--- src/rtl/eep_pkg.sv ---
package eep_pkg;
  localparam int CMD_W   = 9;
  localparam int DATA_W  = 16;
  localparam int FRAME_W = CMD_W + DATA_W;
  localparam int ADDR_W  = 6;

  typedef enum logic [1:0] {
    OP_EWX   = 2'b00,
    OP_WRITE = 2'b01,
    OP_READ  = 2'b10,
    OP_ERASE = 2'b11
  } eep_op_e;

  // number of serial clocks the frame occupies
  function automatic logic [4:0] frame_len(eep_op_e op);
    return (op == OP_WRITE || op == OP_READ) ? 5'(FRAME_W) : 5'(CMD_W);
  endfunction

  // full outgoing bit pattern, left aligned, MSB first on the wire
  function automatic logic [FRAME_W-1:0] build_frame(eep_op_e op,
                                                     logic [ADDR_W-1:0] addr,
                                                     logic [DATA_W-1:0] data);
    return {1'b1, op, addr, (op == OP_WRITE) ? data : {DATA_W{1'b0}}};
  endfunction

  function automatic logic needs_poll(eep_op_e op);
    return (op == OP_WRITE) || (op == OP_ERASE);
  endfunction

  function automatic logic [31:0] pack_ctrl(logic busy, eep_op_e op,
                                            logic [ADDR_W-1:0] addr);
    return {23'd0, busy, op, addr};
  endfunction
endpackage

--- src/rtl/eep_sk_div.sv ---
module eep_sk_div #(
  parameter int DIV_W = 8
) (
  input  logic             clk,
  input  logic             rst_n,
  input  logic             en,
  input  logic [DIV_W-1:0] div,
  output logic             tick
);
  logic [DIV_W-1:0] cnt;

  assign tick = en && (cnt >= div);

  always_ff @(posedge clk or negedge rst_n) begin
    if (!rst_n)          cnt <= '0;
    else if (!en || tick) cnt <= '0;
    else                 cnt <= cnt + 1'b1;
  end

  AST_TICK_SPACING: assert property (@(posedge clk) disable iff (!rst_n)
    tick && (div != '0) && $stable(div) |=> !tick);
endmodule

--- src/rtl/eep_seq.sv ---
module eep_seq
  import eep_pkg::*;
#(
  parameter int TO_TICKS = 64
) (
  input  logic              clk,
  input  logic              rst_n,
  input  logic              start,
  input  eep_op_e           op_i,
  input  logic [ADDR_W-1:0] addr_i,
  input  logic [DATA_W-1:0] wdata_i,
  input  logic              tick,
  output logic              run,
  output logic              done,
  output logic              rd_load,
  output logic [DATA_W-1:0] rd_data,
  output logic              ee_cs,
  output logic              ee_sk,
  output logic              ee_di,
  input  logic              ee_do
);
  localparam int TO_W = $clog2(TO_TICKS + 1);

  typedef enum logic [2:0] {
    S_IDLE, S_SHIFT, S_DESEL, S_POLL, S_GAP
  } seq_st_e;

  seq_st_e              st;
  eep_op_e              op_q;
  logic [4:0]           len_q;
  logic [4:0]           bitcnt;
  logic [FRAME_W-1:0]   shreg;
  logic                 half;
  logic [TO_W-1:0]      tocnt;

  // named internal events
  logic rise_evt, fall_evt, last_bit, frame_end, poll_exit, gap_end;

  assign rise_evt  = (st == S_SHIFT) && tick && !ee_sk;
  assign fall_evt  = (st == S_SHIFT) && tick && ee_sk;
  assign last_bit  = (bitcnt == len_q - 5'd1);
  assign frame_end = fall_evt && last_bit;
  assign poll_exit = (st == S_POLL) && tick &&
                     (ee_do || (tocnt == TO_W'(TO_TICKS - 1)));
  assign gap_end   = (st == S_GAP) && tick && half;

  assign run     = (st != S_IDLE);
  assign done    = gap_end;
  assign rd_load = frame_end && (op_q == OP_READ);
  assign ee_di   = shreg[FRAME_W-1];

  always_ff @(posedge clk or negedge rst_n) begin
    if (!rst_n) begin
      st      <= S_IDLE;
      op_q    <= OP_EWX;
      len_q   <= 5'd0;
      bitcnt  <= 5'd0;
      shreg   <= '0;
      half    <= 1'b0;
      tocnt   <= '0;
      rd_data <= '0;
      ee_cs   <= 1'b0;
      ee_sk   <= 1'b0;
    end else begin
      case (st)
        S_IDLE: begin
          if (start) begin
            op_q   <= op_i;
            len_q  <= frame_len(op_i);
            shreg  <= build_frame(op_i, addr_i, wdata_i);
            bitcnt <= 5'd0;
            ee_cs  <= 1'b1;
            ee_sk  <= 1'b0;
            st     <= S_SHIFT;
          end
        end
        S_SHIFT: begin
          if (rise_evt) begin
            ee_sk <= 1'b1;
            if (bitcnt >= 5'(CMD_W)) rd_data <= {rd_data[DATA_W-2:0], ee_do};
          end
          if (fall_evt) begin
            ee_sk <= 1'b0;
            if (last_bit) begin
              ee_cs <= 1'b0;
              half  <= 1'b0;
              st    <= needs_poll(op_q) ? S_DESEL : S_GAP;
            end else begin
              bitcnt <= bitcnt + 5'd1;
              shreg  <= shreg << 1;
            end
          end
        end
        S_DESEL: begin
          if (tick) begin
            if (half) begin
              ee_cs <= 1'b1;
              tocnt <= '0;
              st    <= S_POLL;
            end else begin
              half <= 1'b1;
            end
          end
        end
        S_POLL: begin
          if (poll_exit) begin
            ee_cs <= 1'b0;
            half  <= 1'b0;
            st    <= S_GAP;
          end else if (tick) begin
            tocnt <= tocnt + 1'b1;
          end
        end
        S_GAP: begin
          if (tick) begin
            if (half) st <= S_IDLE;
            else      half <= 1'b1;
          end
        end
        default: st <= S_IDLE;
      endcase
    end
  end

  AST_SK_LOW_DESEL: assert property (@(posedge clk) disable iff (!rst_n)
    !ee_cs |-> !ee_sk);
  AST_SK_ON_TICK: assert property (@(posedge clk) disable iff (!rst_n)
    !tick |=> $stable(ee_sk));
  AST_DI_HOLD_HIGH: assert property (@(posedge clk) disable iff (!rst_n)
    ee_sk |=> (!ee_sk || $stable(ee_di)));
  AST_POLL_BOUND: assert property (@(posedge clk) disable iff (!rst_n)
    (st == S_POLL) |-> (tocnt < TO_W'(TO_TICKS)));
endmodule

--- src/rtl/eep_cmd_ctrl.sv ---
module eep_cmd_ctrl
  import eep_pkg::*;
#(
  parameter int DIV_W    = 8,
  parameter int TO_TICKS = 64
) (
  input  logic             clk,
  input  logic             rst_n,
  input  logic             cfg_we,
  input  logic [8:0]       cfg_wdata,
  output logic [31:0]      cfg_rdata,
  input  logic [15:0]      wr_word,
  output logic [15:0]      rd_word,
  input  logic [DIV_W-1:0] sk_div,
  output logic             ee_cs,
  output logic             ee_sk,
  output logic             ee_di,
  input  logic             ee_do
);
  logic              busy_q;
  eep_op_e           op_q;
  logic [ADDR_W-1:0] addr_q;
  logic              accept, start;
  logic              seq_run, seq_done, seq_rd_load, tick;
  logic [DATA_W-1:0] seq_rd;

  assign accept = cfg_we && !busy_q;
  assign start  = accept && cfg_wdata[8];

  always_ff @(posedge clk or negedge rst_n) begin
    if (!rst_n) begin
      busy_q  <= 1'b0;
      op_q    <= OP_EWX;
      addr_q  <= '0;
      rd_word <= '0;
    end else begin
      if (accept) begin
        op_q   <= eep_op_e'(cfg_wdata[7:6]);
        addr_q <= cfg_wdata[5:0];
      end
      if (start)         busy_q <= 1'b1;
      else if (seq_done) busy_q <= 1'b0;
      if (seq_rd_load) rd_word <= seq_rd;
    end
  end

  assign cfg_rdata = pack_ctrl(busy_q, op_q, addr_q);

  eep_sk_div #(.DIV_W(DIV_W)) u_div (
    .clk  (clk),
    .rst_n(rst_n),
    .en   (seq_run),
    .div  (sk_div),
    .tick (tick)
  );

  eep_seq #(.TO_TICKS(TO_TICKS)) u_seq (
    .clk    (clk),
    .rst_n  (rst_n),
    .start  (start),
    .op_i   (eep_op_e'(cfg_wdata[7:6])),
    .addr_i (cfg_wdata[5:0]),
    .wdata_i(wr_word),
    .tick   (tick),
    .run    (seq_run),
    .done   (seq_done),
    .rd_load(seq_rd_load),
    .rd_data(seq_rd),
    .ee_cs  (ee_cs),
    .ee_sk  (ee_sk),
    .ee_di  (ee_di),
    .ee_do  (ee_do)
  );

  AST_IGNORE_BUSY: assert property (@(posedge clk) disable iff (!rst_n)
    busy_q && cfg_we |=> $stable(op_q) && $stable(addr_q));
  AST_DONE_CLEARS: assert property (@(posedge clk) disable iff (!rst_n)
    seq_done |=> !busy_q);
  AST_CS_WITHIN_BUSY: assert property (@(posedge clk) disable iff (!rst_n)
    ee_cs |-> busy_q);
  AST_RD_LOAD_READ: assert property (@(posedge clk) disable iff (!rst_n)
    seq_rd_load |-> (op_q == OP_READ));
endmodule

--- config.mk ---
export PLATFORM = sky130hd
export DESIGN_NAME = eep_cmd_ctrl
export DESIGN_NICKNAME = d
export VERILOG_FILES = /design/src/rtl/eep_pkg.sv /design/src/rtl/eep_sk_div.sv /design/src/rtl/eep_seq.sv /design/src/rtl/eep_cmd_ctrl.sv
export SDC_FILE = /design/constraint.sdc
export NUM_CORES = 1
export LEC_CHECK = 0
export BUFFER_PORTS_ARGS = -buffer_cell sky130_fd_sc_hd__buf_2
export CORE_ASPECT_RATIO = 0.8
export CORE_MARGIN = 5
export CORE_UTILIZATION = 50
export CTS_CLUSTER_SIZE = 20
export DETAILED_ROUTE_END_ITERATION = 16
export PLACE_DENSITY = 0.75
export SYNTH_ARGS = -nofsm -noshare
export SYNTH_HDL_FRONTEND = slang
export SYNTH_SLANG_ARGS = --single-unit
--- constraint.sdc ---
create_clock -name clk -period 2.5 [get_ports clk]
set_clock_uncertainty 0.15 [all_clocks]
set_input_delay 0.5 -clock clk [delete_from_list [all_inputs] [get_ports clk]]
set_output_delay 0.5 -clock clk [all_outputs]
set_load 0.05 [all_outputs]
---- Word-level counts from Yosys, hierarchy flattened ----
Cells that the tools add are included.
cells by class
  add/subtract/negate cells ............... 4
  $lt $le $gt $ge ......................... 2
  reductions and logical operators ........ 35
  multiplexer cells ....................... 41
  equal/unequal tests ..................... 24
operators with widths
  operator                                                                  number
  25-bit 2-to-1 mux                                                         3
  25-bit case mux with 2 select lines                                       1
  7-bit 2-to-1 mux                                                          4
  3-bit 2-to-1 mux                                                          9
  5-bit 2-to-1 mux                                                          4
  16-bit 2-to-1 mux                                                         1
  3-bit case mux with 5 select lines                                        1
  7-bit case mux with 2 select lines                                        1
  1-bit logical AND                                                         12
  1-bit 2-to-1 mux                                                          12
  2-bit by 1-bit inequality test with 1-bit output (second input constant)  6
  2-bit inequality test (second input constant)                             6
  5-bit case mux with 2 select lines                                        1
  5-bit AND reduction                                                       2
  8-bit by 1-bit adder with 8-bit output (second input constant)            1
  8-bit >= comparator                                                       1
  8-bit 2-to-1 mux                                                          1
  8-bit AND reduction                                                       1
  7-bit by 1-bit adder with 7-bit output (second input constant)            1
  7-bit by 6-bit == test with 1-bit output (second input constant)          1
  7-bit AND reduction                                                       1
  2-bit == test (second input constant)                                     3
  3-bit by 2-bit == test with 1-bit output (second input constant)          2
  3-bit AND reduction                                                       2
  20 further kinds                                                          29
storage, ports and cells
  logic and storage cells ................. 121
  output and inout port bits .............. 51
  input bits .............................. 37
  bits in registers ....................... 99

---- Logic depth before layout (Yosys ltp) ----
Gate-level depths: netlist of the first run.
  word-level depth ........................ 7
  depth in mapped cells ................... 10
  mapped depth without buffers ............ 8

---- Modules after synthesis ----
Synthesis of the first run repeated with hierarchy kept, for this count alone.
second synthesis, totals
  cells, all modules ...................... 438
  area, all modules ....................... 4853.4 um2
modules (own cells, without submodules)
  module        cells each  seq. area each (um2)  times used  area each (um2)
  eep_seq       298         1576.5                1           3060.4
  eep_cmd_ctrl  81          625.6                 1           1214.9
  eep_sk_div    59          200.2                 1           578.1

---- Least setup slack after synthesis of the first run ----
No wires, ideal clock.
  kind .................................... input to register
  start ................................... input port sk_div[2]
  end ..................................... register rd_word[10]
  path slack .............................. -0.120 ns
  stages .................................. 9
  buffers on the path ..................... 1
  data required time ...................... 2.225 ns
  library setup time ...................... 0.125 ns
  arrival ................................. 2.345 ns
  cells stage by stage .................... inv_1 > ha_1 > a211o_1 > a31oi_1 > o31ai_4 > and2_1 > nand4b_4 > buf_2 > mux2_2
between the ends
  word-level cells in the longest chain between the ends .. 6
RTL lines
  element                         line                text
  start, declared                 eep_cmd_ctrl.sv:14  input logic [DIV_W-1:0] sk_div,
  8-bit >= comparator             eep_sk_div.sv:12    assign tick = en && (cnt >= div);
  1-bit logical AND               eep_sk_div.sv:12
  1-bit logical AND (2 in a row)  eep_seq.sv:40       assign fall_evt = (st == S_SHIFT) && tick && ee_sk;
  1-bit logical AND               eep_seq.sv:42       assign frame_end = fall_evt && last_bit;
  1-bit logical AND               eep_seq.sv:49       assign rd_load = frame_end && (op_q == OP_READ);
  end signal, assigned            eep_cmd_ctrl.sv:43  if (seq_rd_load) rd_word <= seq_rd;
  end, declared                   eep_cmd_ctrl.sv:13  output logic [15:0] rd_word,
No other way between the ends.
A chain may end at the register's enable or synchronous reset.

---- Final worst setup path of the first run ----
  start ................................... register u_div.cnt[6]
  end ..................................... register u_seq.shreg[8]
between the ends
  word-level cells in the longest chain between the ends .. 6
RTL lines
  element                                                            line              text
  start, declared                                                    eep_sk_div.sv:10  logic [DIV_W-1:0] cnt;
  start signal, assigned                                             eep_sk_div.sv:17  else cnt <= cnt + 1'b1;
  8-bit >= comparator                                                eep_sk_div.sv:12
  1-bit logical AND                                                  eep_sk_div.sv:12
  1-bit logical AND (2 in a row)                                     eep_seq.sv:40
  2-bit by 1-bit inequality test with 1-bit output (no source line)  -
  4-bit AND reduction (no source line)                               -
  end signal, assigned                                               eep_seq.sv:70     shreg <= build_frame(op_i, addr_i, wdata_i);
  end signal, assigned                                               eep_seq.sv:90     shreg <= shreg << 1;
  end, declared                                                      eep_seq.sv:32     logic [FRAME_W-1:0] shreg;
No other way between the ends.

==> results.md, run 1 <==
- CTS buffer count: 9
- Yosys top cell area share: 50.1%
- Final worst slack: -0.0224 ns
- Unrepaired setup endpoints after global routing: true
- Min Tclk post-route: 2.52 ns
- Critical path's top delay family: compound AO/OA/AOI/OAI gates
- Vias per cell: 5.24
- Site row count: 32
- Hold path start: cfg_wdata[0]
- Critical Path Stages: 8
- Root buf cell: clkbuf_16
- Worst EP required: 2.57 ns
- Largest net degree at the start of global routing: 65
- Worst setup path class: reg -> reg
- Width of the chip: 120 µm
- Detail Route Antenna Nets: 0
- 1st-pass router iterations: 4
- Worst r2r src: u_div.cnt[6]
- Worst reg-to-reg path cell count: 8
- Final RePlAce weighted congestion: 0.789
- Worst vdd ir: 0.570 mV
- P&R area growth vs syn: 21.7%
- Hold Crit Depth: 3
- Antenna violations before repair: 0
- Post-Syn Area: 4800 µm²
- Cell variety after synth: 49
- CTS tree: built
- Vias: 3475
- DR iter-0 viols: 157
- Input/output buffers: 64
- Reg2reg setup slack: -0.02 ns
- Yosys top cell by area: dfrtp_1
- Share of post-route cells with drive strength above 1: 32.4%
- Period utilisation layout: 101%
- Max Fanout on Critical Path: 7
- CP Launch Point: u_div.cnt[6]
- Clock Latency Late Sink: 0.33 ns
- Outcome: finished with violations
- H-tree depth: 3
- Largest stage delay on the critical path: 0.43 ns
- Wire per inst: 15.2 µm
- Lkg Pwr: 3.04 nW
- Drt total wl: 10100 µm
- Post-synth ARST share: 100%
- Buf/Inv on CP: 2
- Fmax: 0.396 GHz
- CTS Buffer Depth: 2
- Reg clk slew, reported paths: 0.06 ns
- Area of placed instances: 5270 µm²
- CP Cell Sequence: ha_4, nand4_1, o31ai_4, buf_6, a21oi_4, nor2_4, clkbuf_16, mux2_4
- Final setup vio count: 13
- Synth Warn #: 0
- Final Hold Vio Count: 0
- DRC viols: 0
- Slew HR: 62.6%
- RR Endpoint: u_seq.shreg[8]
- Mapped Cells: 459
- Core region area: 9490 µm²
- Prevailing post-synth register cell: dfrtp_1
- Critical Path End Type: register
- Register bit total from synthesis: 96
- Slew @ Worst Pin: 0.560 ns
- Violated checks: setup timing
- Final #Nets: 589
- Number of synthesized flops with an enable pin: 0
- Top post-synthesis cells by area: dfrtp_1 50%, mux2_2 10%, nand2_1 7.0%
- Worst EP arrival: 2.59 ns
- Vias in the first global route: 3427
- First-pass GRT wire length: 15900 µm
- ANT cells: 0
- Crit start category: register
- Post-synthesis sequential area ratio: 50.1%
- Crit path max-delay cell type: dfrtp_1
- Ports: 88
- Post-layout util: 61.5%
- Placed insts: 636
- # fillers: 754
- Max-cap violation count: 0
- Die height: 97.6 µm
- Total GRT Usage: 16.6%
- Hold Crit Endpoint: addr_q[0]
- Average size of a mapped cell: 10.5 µm²
- PwrDens: 868 nW/µm²
- Initial cell density of the core: 50.6%
- Final Slew Violations: 0
- Die ar.: 11700 µm²
- Dpl hpwl: 6670 µm
- Total grt overflow: 0
- Hold WC Path Type: in -> reg
- Finished layout cell area: 5840 µm²
- # clock sinks: 96
- Finished Layout Cells: 663
[cells in the mapped netlist, types with 3 or more instances]
cell type and number:
and3_1 6, inv_1 14, nor2b_1 4, a21oi_1 8, dfrtp_1 96, nand2b_1 6, nand3_1 16, a31oi_1 3
o31ai_1 4, xnor2_1 3, nand4_1 4, buf_2 6, o21ai_0 32, ha_1 13, nand2_1 90, mux2_4 10
mux2_2 44, nor2_1 20, buf_4 26, xor2_1 6, clkbuf_1 12
[power by group]
part	switching, mW	internal [mW]	total (mW)	leakage (nW)
Clock	0.569	0.805	1.37	0.149
Sequential	0.238	1.87	2.11	1.28
Combinational	0.881	0.705	1.59	1.61
Total	1.69	3.38	5.07	3.04
[worst min-delay path, delay by kind of cell]
family                 cells  cell delay, ns
buffers and inverters      1            0.09
and+or+nand+nor            2            0.08
[what timing repair did]
item / 4_1_cts / 5_1_grt
hold buffers: 1 / 0
resized for setup: 0 / 30
endpoints found under the hold margin: 32 / 0
buffers inserted: 0 / 7
endpoints found under the setup margin: 0 / 35
[state kept, by name (all words and copies together) (netlist names), 3 cells and up]
signal	cells
addr_q	6
rd_word	16
u_seq.rd_data	16
u_seq.tocnt	7
u_seq.bitcnt	5
u_div.cnt	8
u_seq.st	3
u_seq.shreg	25
[stage by stage]
stage / hold slack, ns / setup TNS [ns] / power (mW) / setup slack, ns
global placement: 0.306 / -4.44 / 3.40 / -0.114
global route: 0.228 / -2.21 / 5.36 / -0.0995
detailed placement: 0.311 / -6.41 / 3.48 / -0.164
floorplan: 0.0544 / -0.640 / 3.10 / -0.0323
CTS: 0.214 / 0 / 4.87 / 0.0449
finish: 0.223 / -0.236 / 5.07 / -0.0224
[area by class of cell]
cell class / count / area [µm²] / share of cell area [%]
Clock buffer: 10 / 239 / 4.09
Clock inverter: 6 / 68.8 / 1.18
Inverter: 14 / 55.1 / 0.943
Multi-Input combinational cell: 325 / 2290 / 39.2
Sequential cell: 96 / 2400 / 41.2
Tap cell: 119 / 149 / 2.55
Timing Repair Buffer: 93 / 636 / 10.9
[per-layer routing]
metal	GRT usage [%]	vias up	wire length [µm]
li1	-	1664	-
met1	21.8	1727	4610
met2	26.8	75	4890
met3	4.83	9	503
met4	4.58	0	92
met5	0	-	0
[cell usage in the layout (no fill, tap or decap), drive strengths merged, types with 5 or more instances in the layout]
cell / n
nand3: 16
buf: 90
and3: 6
mux2: 56
conb: 23
o21ai: 32
o31ai: 5
ha: 13
clkbuf: 12
nor2: 21
xor2: 6
nand2b: 6
nand2: 91
inv: 14
a21oi: 8
dfrtp: 96
[worst max-delay path by stage]
stage | end
floorplan | u_seq.rd_data[10]
detailed placement | u_seq.shreg[6]
CTS | u_seq.shreg[6]
global route | u_seq.shreg[5]
finish | u_seq.shreg[8]
global placement | u_seq.shreg[12]
[cells by family after synthesis]
family	Yosys count	share of synthesized area (%)
buffers and inverters	60	7.20
other	1	0.0782
flip-flops	96	50.1
multiplexers	57	14.1
AND/OR/NAND/NOR	159	15.1
AO/OA/AOI/OAI	64	8.37
adder cells (fa/ha/maj)	13	3.39
XOR/XNOR	9	1.64
(Power assumes the default switching activity.)
==> run 2: changes to the inputs <==
--- a/config.mk
+++ b/config.mk
@@ -11,7 +11,8 @@
 export CORE_UTILIZATION = 50
 export CTS_CLUSTER_SIZE = 20
 export DETAILED_ROUTE_END_ITERATION = 16
-export PLACE_DENSITY = 0.75
+export PLACE_DENSITY_LB_ADDON = 0.12
+export SETUP_SLACK_MARGIN = 0.05
 export SYNTH_ARGS = -nofsm -noshare
 export SYNTH_HDL_FRONTEND = slang
 export SYNTH_SLANG_ARGS = --single-unit
==> run 2 against run 1 <==
Effect of this change: core utilization up 0.87 points; the flow now finishes without violations; fmax up 2.3%; highest routed layer is now met5; register-to-register slack better by 0.06 ns; wire length down 0.53%; combinational power about the same; critical path depth unchanged.
==> results.md, run 2 (synthesis gave the netlist of run 1 again) <==
- Outcome: finished clean (was finished with violations)
- Min Tclk post-route: 2.47 ns (was 2.52 ns)
- Final hold slack: 0.0303 ns (was 0.223 ns)
- Initial cell density of the core: 50.6% (unchanged)
- DR iter-0 viols: 184 (was 157)
- Cts-stage hold buffer count: 0 (was 1)
- Drt total wl: 10000 µm (was 10100 µm)
- Comb power frac: 30.7% (was 31.3%)
- PwrDens: 888 nW/µm² (was 868 nW/µm²)
- Met3 Track Usage GR: 5.41% (was 4.83%)
- Site row count: 32 (unchanged)
- Place WS: -0.198 ns (was -0.164 ns)
- Period utilisation layout: 98.7% (was 101%)
- Hold WC Path Type: in -> async (was in -> reg)
- ANT cells: 0 (unchanged)
- # fillers: 809 (was 754)
- # clock sinks: 96 (unchanged)
- CTS Buffer Depth: 2 (unchanged)
- Slew HR: 63.8% (was 62.6%)
- Ports: 88 (unchanged)
- Lkg Pwr: 3.08 nW (was 3.04 nW)
- Root buf cell: clkbuf_16 (unchanged)
- Wire per inst: 15.1 µm (was 15.2 µm)
- Gr busiest metal: met2 (unchanged)
- Slew @ Worst Pin: 0.543 ns (was 0.560 ns)
- Die height: 97.6 µm (unchanged)
- Grt met2 use: 26.4% (was 26.8%)
- Finished layout cell area: 5920 µm² (was 5840 µm²)
- Sw Ratio: 32.3% (was 33.3%)
- Reg area: 2400 µm² (unchanged)
- Dpl hpwl: 6660 µm (was 6670 µm)
- Net Switching: 1.70 mW (was 1.69 mW)
- Width of the chip: 120 µm (unchanged)
- Vias in the first global route: 3387 (was 3427)
- Final RePlAce weighted congestion: 0.769 (was 0.789)
- Final Slew Violations: 0 (unchanged)
- PnR Total Power: 5.26 mW (was 5.07 mW)
- Leading cell type in the layout, fill and taps excluded: dfrtp_1 (unchanged)
- H-tree depth: 3 (unchanged)
- Critical Path End Type: register (unchanged)
- Share of post-route cells with drive strength above 1: 33.1% (was 32.4%)
- Placed insts: 639 (was 636)
- Vias per cell: 5.14 (was 5.24)
- Vias: 3423 (was 3475)
- Most frequent cells in the layout: 96 x dfrtp_1, 90 x nand2_1, 63 x buf_2 (unchanged)
- Worst setup path class: reg -> reg (unchanged)
- Final Hold Vio Count: 0 (unchanged)
- Worst EP arrival: 2.54 ns (was 2.59 ns)
- Post-layout util: 62.4% (was 61.5%)
- Worst vdd ir: 0.687 mV (was 0.570 mV)
- Clock network power share: 29.2% (was 27.1%)
- Final worst slack: 0.0331 ns (was -0.0224 ns)
- Internal power: 3.56 mW (was 3.38 mW)
- Final setup vio count: 0 (was 13)
- Fmax: 0.405 GHz (was 0.396 GHz)
- Met1 Resource Use GR: 23.7% (was 21.8%)
- Worst EP required: 2.57 ns (about the same)
- Area of the multi-input gates: 2320 µm² (was 2290 µm²)
- Die ar.: 11700 µm² (unchanged)
- Reg power frac: 40.1% (was 41.6%)
- Clock Latency Late Sink: 0.34 ns (was 0.33 ns)
- DRC viols: 0 (unchanged)
- First-pass GRT wire length: 16400 µm (was 15900 µm)
- Reg clk slew, reported paths: 0.06 ns (about the same)
- Max-cap violation count: 0 (unchanged)
- P&R area growth vs syn: 23.4% (was 21.7%)
- CTS tree: built (unchanged)
- Detail Route Antenna Nets: 0 (unchanged)
- Largest net degree at the start of global routing: 97 (was 65)
- Finished Layout Cells: 666 (was 663)
- Total grt overflow: 0 (unchanged)
- 1st-pass router iterations: 4 (unchanged)
- Total GRT Usage: 17.3% (was 16.6%)
- Crit start category: register (unchanged)
- CTS buffer count: 9 (unchanged)
- Max Fanout on Critical Path: 7 (unchanged)
- Sum Neg Setup Slack: 0 ns (was -0.236 ns)
- Most flop-heavy register: u_seq.shreg (unchanged)
- Unrepaired setup endpoints after global routing: true (unchanged)
- Final #Nets: 592 (was 589)
- Area of placed instances: 5290 µm² (was 5270 µm²)
- Input/output buffers: 64 (unchanged)
- Max reg flops: 25 (unchanged)
- Antenna violations before repair: 1 (was 0)
- Core region area: 9490 µm² (unchanged)
- Biggest regs: u_seq.shreg: 25 flops, rd_word: 16 flops, u_seq.rd_data: 16 flops (unchanged)
[run 2: cell types whose count changed in the layout (fill, tap and decap cells not counted), moves of 2 or more]
cell | before | now
mux2_2 | 21 | 17
clkinv_4 | 3 | 0
clkbuf_8 | 1 | 3
mux2_4 | 33 | 37
buf_4 | 21 | 25
[run 2: area by class of cell]
type,count,area share [%]
multi-input combinational,325,39.1
tap,119,2.52
sequential,96,40.6
timing repair buffer,96,11.1
inverter,14,0.930
clock buffer,12,4.50
clock inverter,4,1.27
[run 2: worst max-delay path, cell delays in order (launching register included)]
cell	delay, ns
dfrtp_1	0.41
ha_4	0.28
nand4_1	0.16
o31ai_4	0.36
buf_6	0.16
a21oi_4	0.06
nor2_4	0.24
clkbuf_16	0.22
mux2_4	0.30
[run 2: worst paths after layout]
check / end / slack [ns] / from / depth (start not counted)
worst max-delay path: u_seq.shreg[21] / 0.03 / u_div.cnt[7] / 8
min in group clk: addr_q[0] / 0.23 / cfg_wdata[0] / 3
worst min-delay path: u_seq.tocnt[2] / 0.03 / rst_n / 2
worst max register to register: u_seq.shreg[21] / 0.03 / u_div.cnt[7] / 8
max in group asynchronous: u_seq.op_q[0] / 1.75 / rst_n / 2
worst min register to register: u_seq.tocnt[5] / 0.33 / u_seq.tocnt[5] / 1
[run 2: layer usage]
layer,wire length (µm),share of wire (%)
met1,4810,48
met2,4520,45
met3,528,5.3
met4,165,1.6
met5,11,0.11
[run 2: timing repair]
action                     in CTS  in global routing
setup endpoints to repair      39                 64
buffers inserted                0                  8
cloned                          0                  3
hold endpoints to repair        0                  0
pin swaps                       0                  6
gates resized for setup         0                 36
[run 2: power by group through the flow]
stage | Clock, mW | Combinational (mW) | Sequential [mW]
floorplan | 0 | 0.804 | 2.29
global placement | 0 | 1.34 | 2.10
detailed placement | 0 | 1.38 | 2.12
CTS | 1.56 | 1.39 | 2.09
global route | 1.62 | 1.79 | 2.15
finish | 1.53 | 1.62 | 2.11
==> run 3: changes to the inputs <==
==> constraint.sdc (replaced) <==
create_clock -name clk -period 2.5 [get_ports clk]
set_clock_uncertainty 0.15 [all_clocks]
set_input_delay 0.5 -clock clk [delete_from_list [all_inputs] [get_ports clk]]
set_output_delay 0.5 -clock clk [all_outputs]
set_load 0.01 [all_outputs]
==> run 3 against run 2 <==
Effect of this change: total power down 12%; worst hold slack improved by 0.20 ns; sequential power about the same; core utilization down 2.1 points; critical path type unchanged; largest cell class unchanged; largest power group unchanged.
==> results.md, run 3 (synthesis gave the netlist of run 1 again) <==
- Die ar.: 11700 µm² (unchanged)
- Input/output buffers: 64 (unchanged)
- Reg clk slew, reported paths: 0.07 ns (was 0.06 ns)
- Most frequent cells in the layout: 96 x dfrtp_1, 90 x nand2_1, 63 x buf_2 (unchanged)
- Min Tclk post-route: 2.40 ns (was 2.47 ns)
- Final Hold Vio Count: 0 (unchanged)
- First-pass GRT wire length: 16000 µm (was 16400 µm)
- Max-cap violation count: 0 (unchanged)
- Biggest regs: u_seq.shreg: 25 flops, rd_word: 16 flops, u_seq.rd_data: 16 flops (unchanged)
- Dpl hpwl: 6620 µm (was 6660 µm)
- P&R area growth vs syn: 19.2% (was 23.4%)
- Lkg Pwr: 2.99 nW (was 3.08 nW)
- Site row count: 32 (unchanged)
- Place WS: -0.193 ns (was -0.198 ns)
- Outcome: finished clean (unchanged)
- Hold WC Path Type: in -> reg (was in -> async)
- Max Fanout on Critical Path: 8 (was 7)
- DRC viols: 0 (unchanged)
- H-tree depth: 3 (unchanged)
- ANT cells: 0 (unchanged)
- Width of the chip: 120 µm (unchanged)
- Core region area: 9490 µm² (unchanged)
- Leading cell type in the layout, fill and taps excluded: dfrtp_1 (unchanged)
- Finished Layout Cells: 661 (was 666)
- Worst vdd ir: 0.509 mV (was 0.687 mV)
- Crit start category: register (unchanged)
- Vias per cell: 5.12 (was 5.14)
- CTS buffer count: 9 (unchanged)
- Final #Nets: 587 (was 592)
- Worst EP arrival: 2.48 ns (was 2.54 ns)
- Share of post-route cells with drive strength above 1: 32.8% (was 33.1%)
- Vias: 3385 (was 3423)
- Max reg flops: 25 (unchanged)
- Total GRT Usage: 16.7% (was 17.3%)
- Slew @ Worst Pin: 0.573 ns (was 0.543 ns)
- Unrepaired setup endpoints after global routing: true (unchanged)
- 1st-pass router iterations: 4 (unchanged)
- Clock Latency Late Sink: 0.34 ns (about the same)
- Fmax: 0.416 GHz (was 0.405 GHz)
- Placed insts: 639 (unchanged)
- Final worst slack: 0.0950 ns (was 0.0331 ns)
- DR iter-0 viols: 235 (was 184)
- Final setup vio count: 0 (unchanged)
- Root buf cell: clkbuf_16 (unchanged)
- Critical Path End Type: register (unchanged)
- Largest net degree at the start of global routing: 63 (was 97)
- Vias in the first global route: 3388 (was 3387)
- # clock sinks: 96 (unchanged)
- # fillers: 804 (was 809)
- Die height: 97.6 µm (unchanged)
- Worst setup path class: reg -> reg (unchanged)
- PwrDens: 810 nW/µm² (was 888 nW/µm²)
- Initial cell density of the core: 50.6% (unchanged)
- Finished layout cell area: 5720 µm² (was 5920 µm²)
- Period utilisation layout: 96.2% (was 98.7%)
- Most flop-heavy register: u_seq.shreg (unchanged)
- Area of placed instances: 5300 µm² (was 5290 µm²)
- Final RePlAce weighted congestion: 0.746 (was 0.769)
- Drt total wl: 9310 µm (was 10000 µm)
- Wire per inst: 14.1 µm (was 15.1 µm)
- Worst EP required: 2.57 ns (about the same)
- Final Slew Violations: 0 (unchanged)
- CTS tree: built (unchanged)
- Detail Route Antenna Nets: 0 (unchanged)
- Final hold slack: 0.227 ns (was 0.0303 ns)
- CTS Buffer Depth: 2 (unchanged)
- Antenna violations before repair: 0 (was 1)
- Ports: 88 (unchanged)
- Slew HR: 61.8% (was 63.8%)
- Total grt overflow: 0 (unchanged)
## run 3: cell types whose count changed in the layout (fill, tap and decap cells not counted), sizes merged
cell	delta
buf	-5
inv	+3
dlygate4sd3	+1
clkbuf	-4
bufinv	-1
clkinvlp	+1
## run 3: where the power goes
| group | total (mW) | switching (mW) | internal (mW) |
|---|---|---|---|
| combinational | 1.17 | 0.570 | 0.597 |
| sequential | 2.08 | 0.211 | 1.87 |
| clock | 1.39 | 0.600 | 0.786 |
| total | 4.63 | 1.38 | 3.25 |
## run 3: worst paths after layout
path                         startpoint               end  slack (ns)  depth (start not counted)
min reg2reg                   addr_q[1]         addr_q[1]        0.33                          2
min                        cfg_wdata[1]         addr_q[1]        0.23                          3
max                        u_div.cnt[5]        rd_word[7]         0.1                          9
max reg2reg                u_div.cnt[5]        rd_word[7]         0.1                          9
max in group asynchronous         rst_n   u_seq.shreg[10]        1.01                          3
min in group asynchronous         rst_n  u_seq.rd_data[6]        0.52                          2
## run 3: layout make-up
cell class / instances / area [µm²] / area share [%]
clock buffers: 9 / 225 / 3.94
clock inverters: 7 / 78.8 / 1.38
inverters: 14 / 55.1 / 0.963
multi-input cells: 325 / 2210 / 38.6
flip-flops and latches: 96 / 2400 / 42.0
well taps: 119 / 149 / 2.60
repair buffers: 91 / 599 / 10.5
## run 3: per-layer routing
metal | global-route usage [%] | vias to the layer above | routed length, µm
li1 | - | 1667 | -
met1 | 23.0 | 1637 | 4420
met2 | 26.4 | 72 | 4360
met3 | 4.66 | 9 | 443
met4 | 3.96 | 0 | 99
met5 | 0 | - | 0
## run 3: metrics by stage
stage | total power [mW] | utilization [%] | setup TNS [ns]
2_1_floorplan | 2.84 | - | -0.321
5_1_grt | 4.96 | 60.3 | 0
3_5_place_dp | 3.24 | 55.8 | -8.75
3_3_place_gp | 3.18 | 55.8 | -6.85
6_report | 4.63 | 60.3 | 0
4_1_cts | 4.65 | 59.2 | 0
## run 3: critical path: stages (launching register included)
cell and delay (ns):
dfrtp_1 0.42, ha_4 0.23, a211o_1 0.30, a21oi_2 0.19, o31ai_4 0.11, buf_6 0.14, and2_4 0.14, nand4b_4 0.12
clkbuf_16 0.17, mux2_2 0.32
## run 3: timing repair
action | in CTS | in global routing
endpoints found under the hold margin | 34 | 0
resized for setup | 1 | 8
setup endpoints to repair | 17 | 57
setup buffers | 0 | 4
hold buffers | 1 | 0
cloned | 0 | 1
pin swaps | 0 | 5
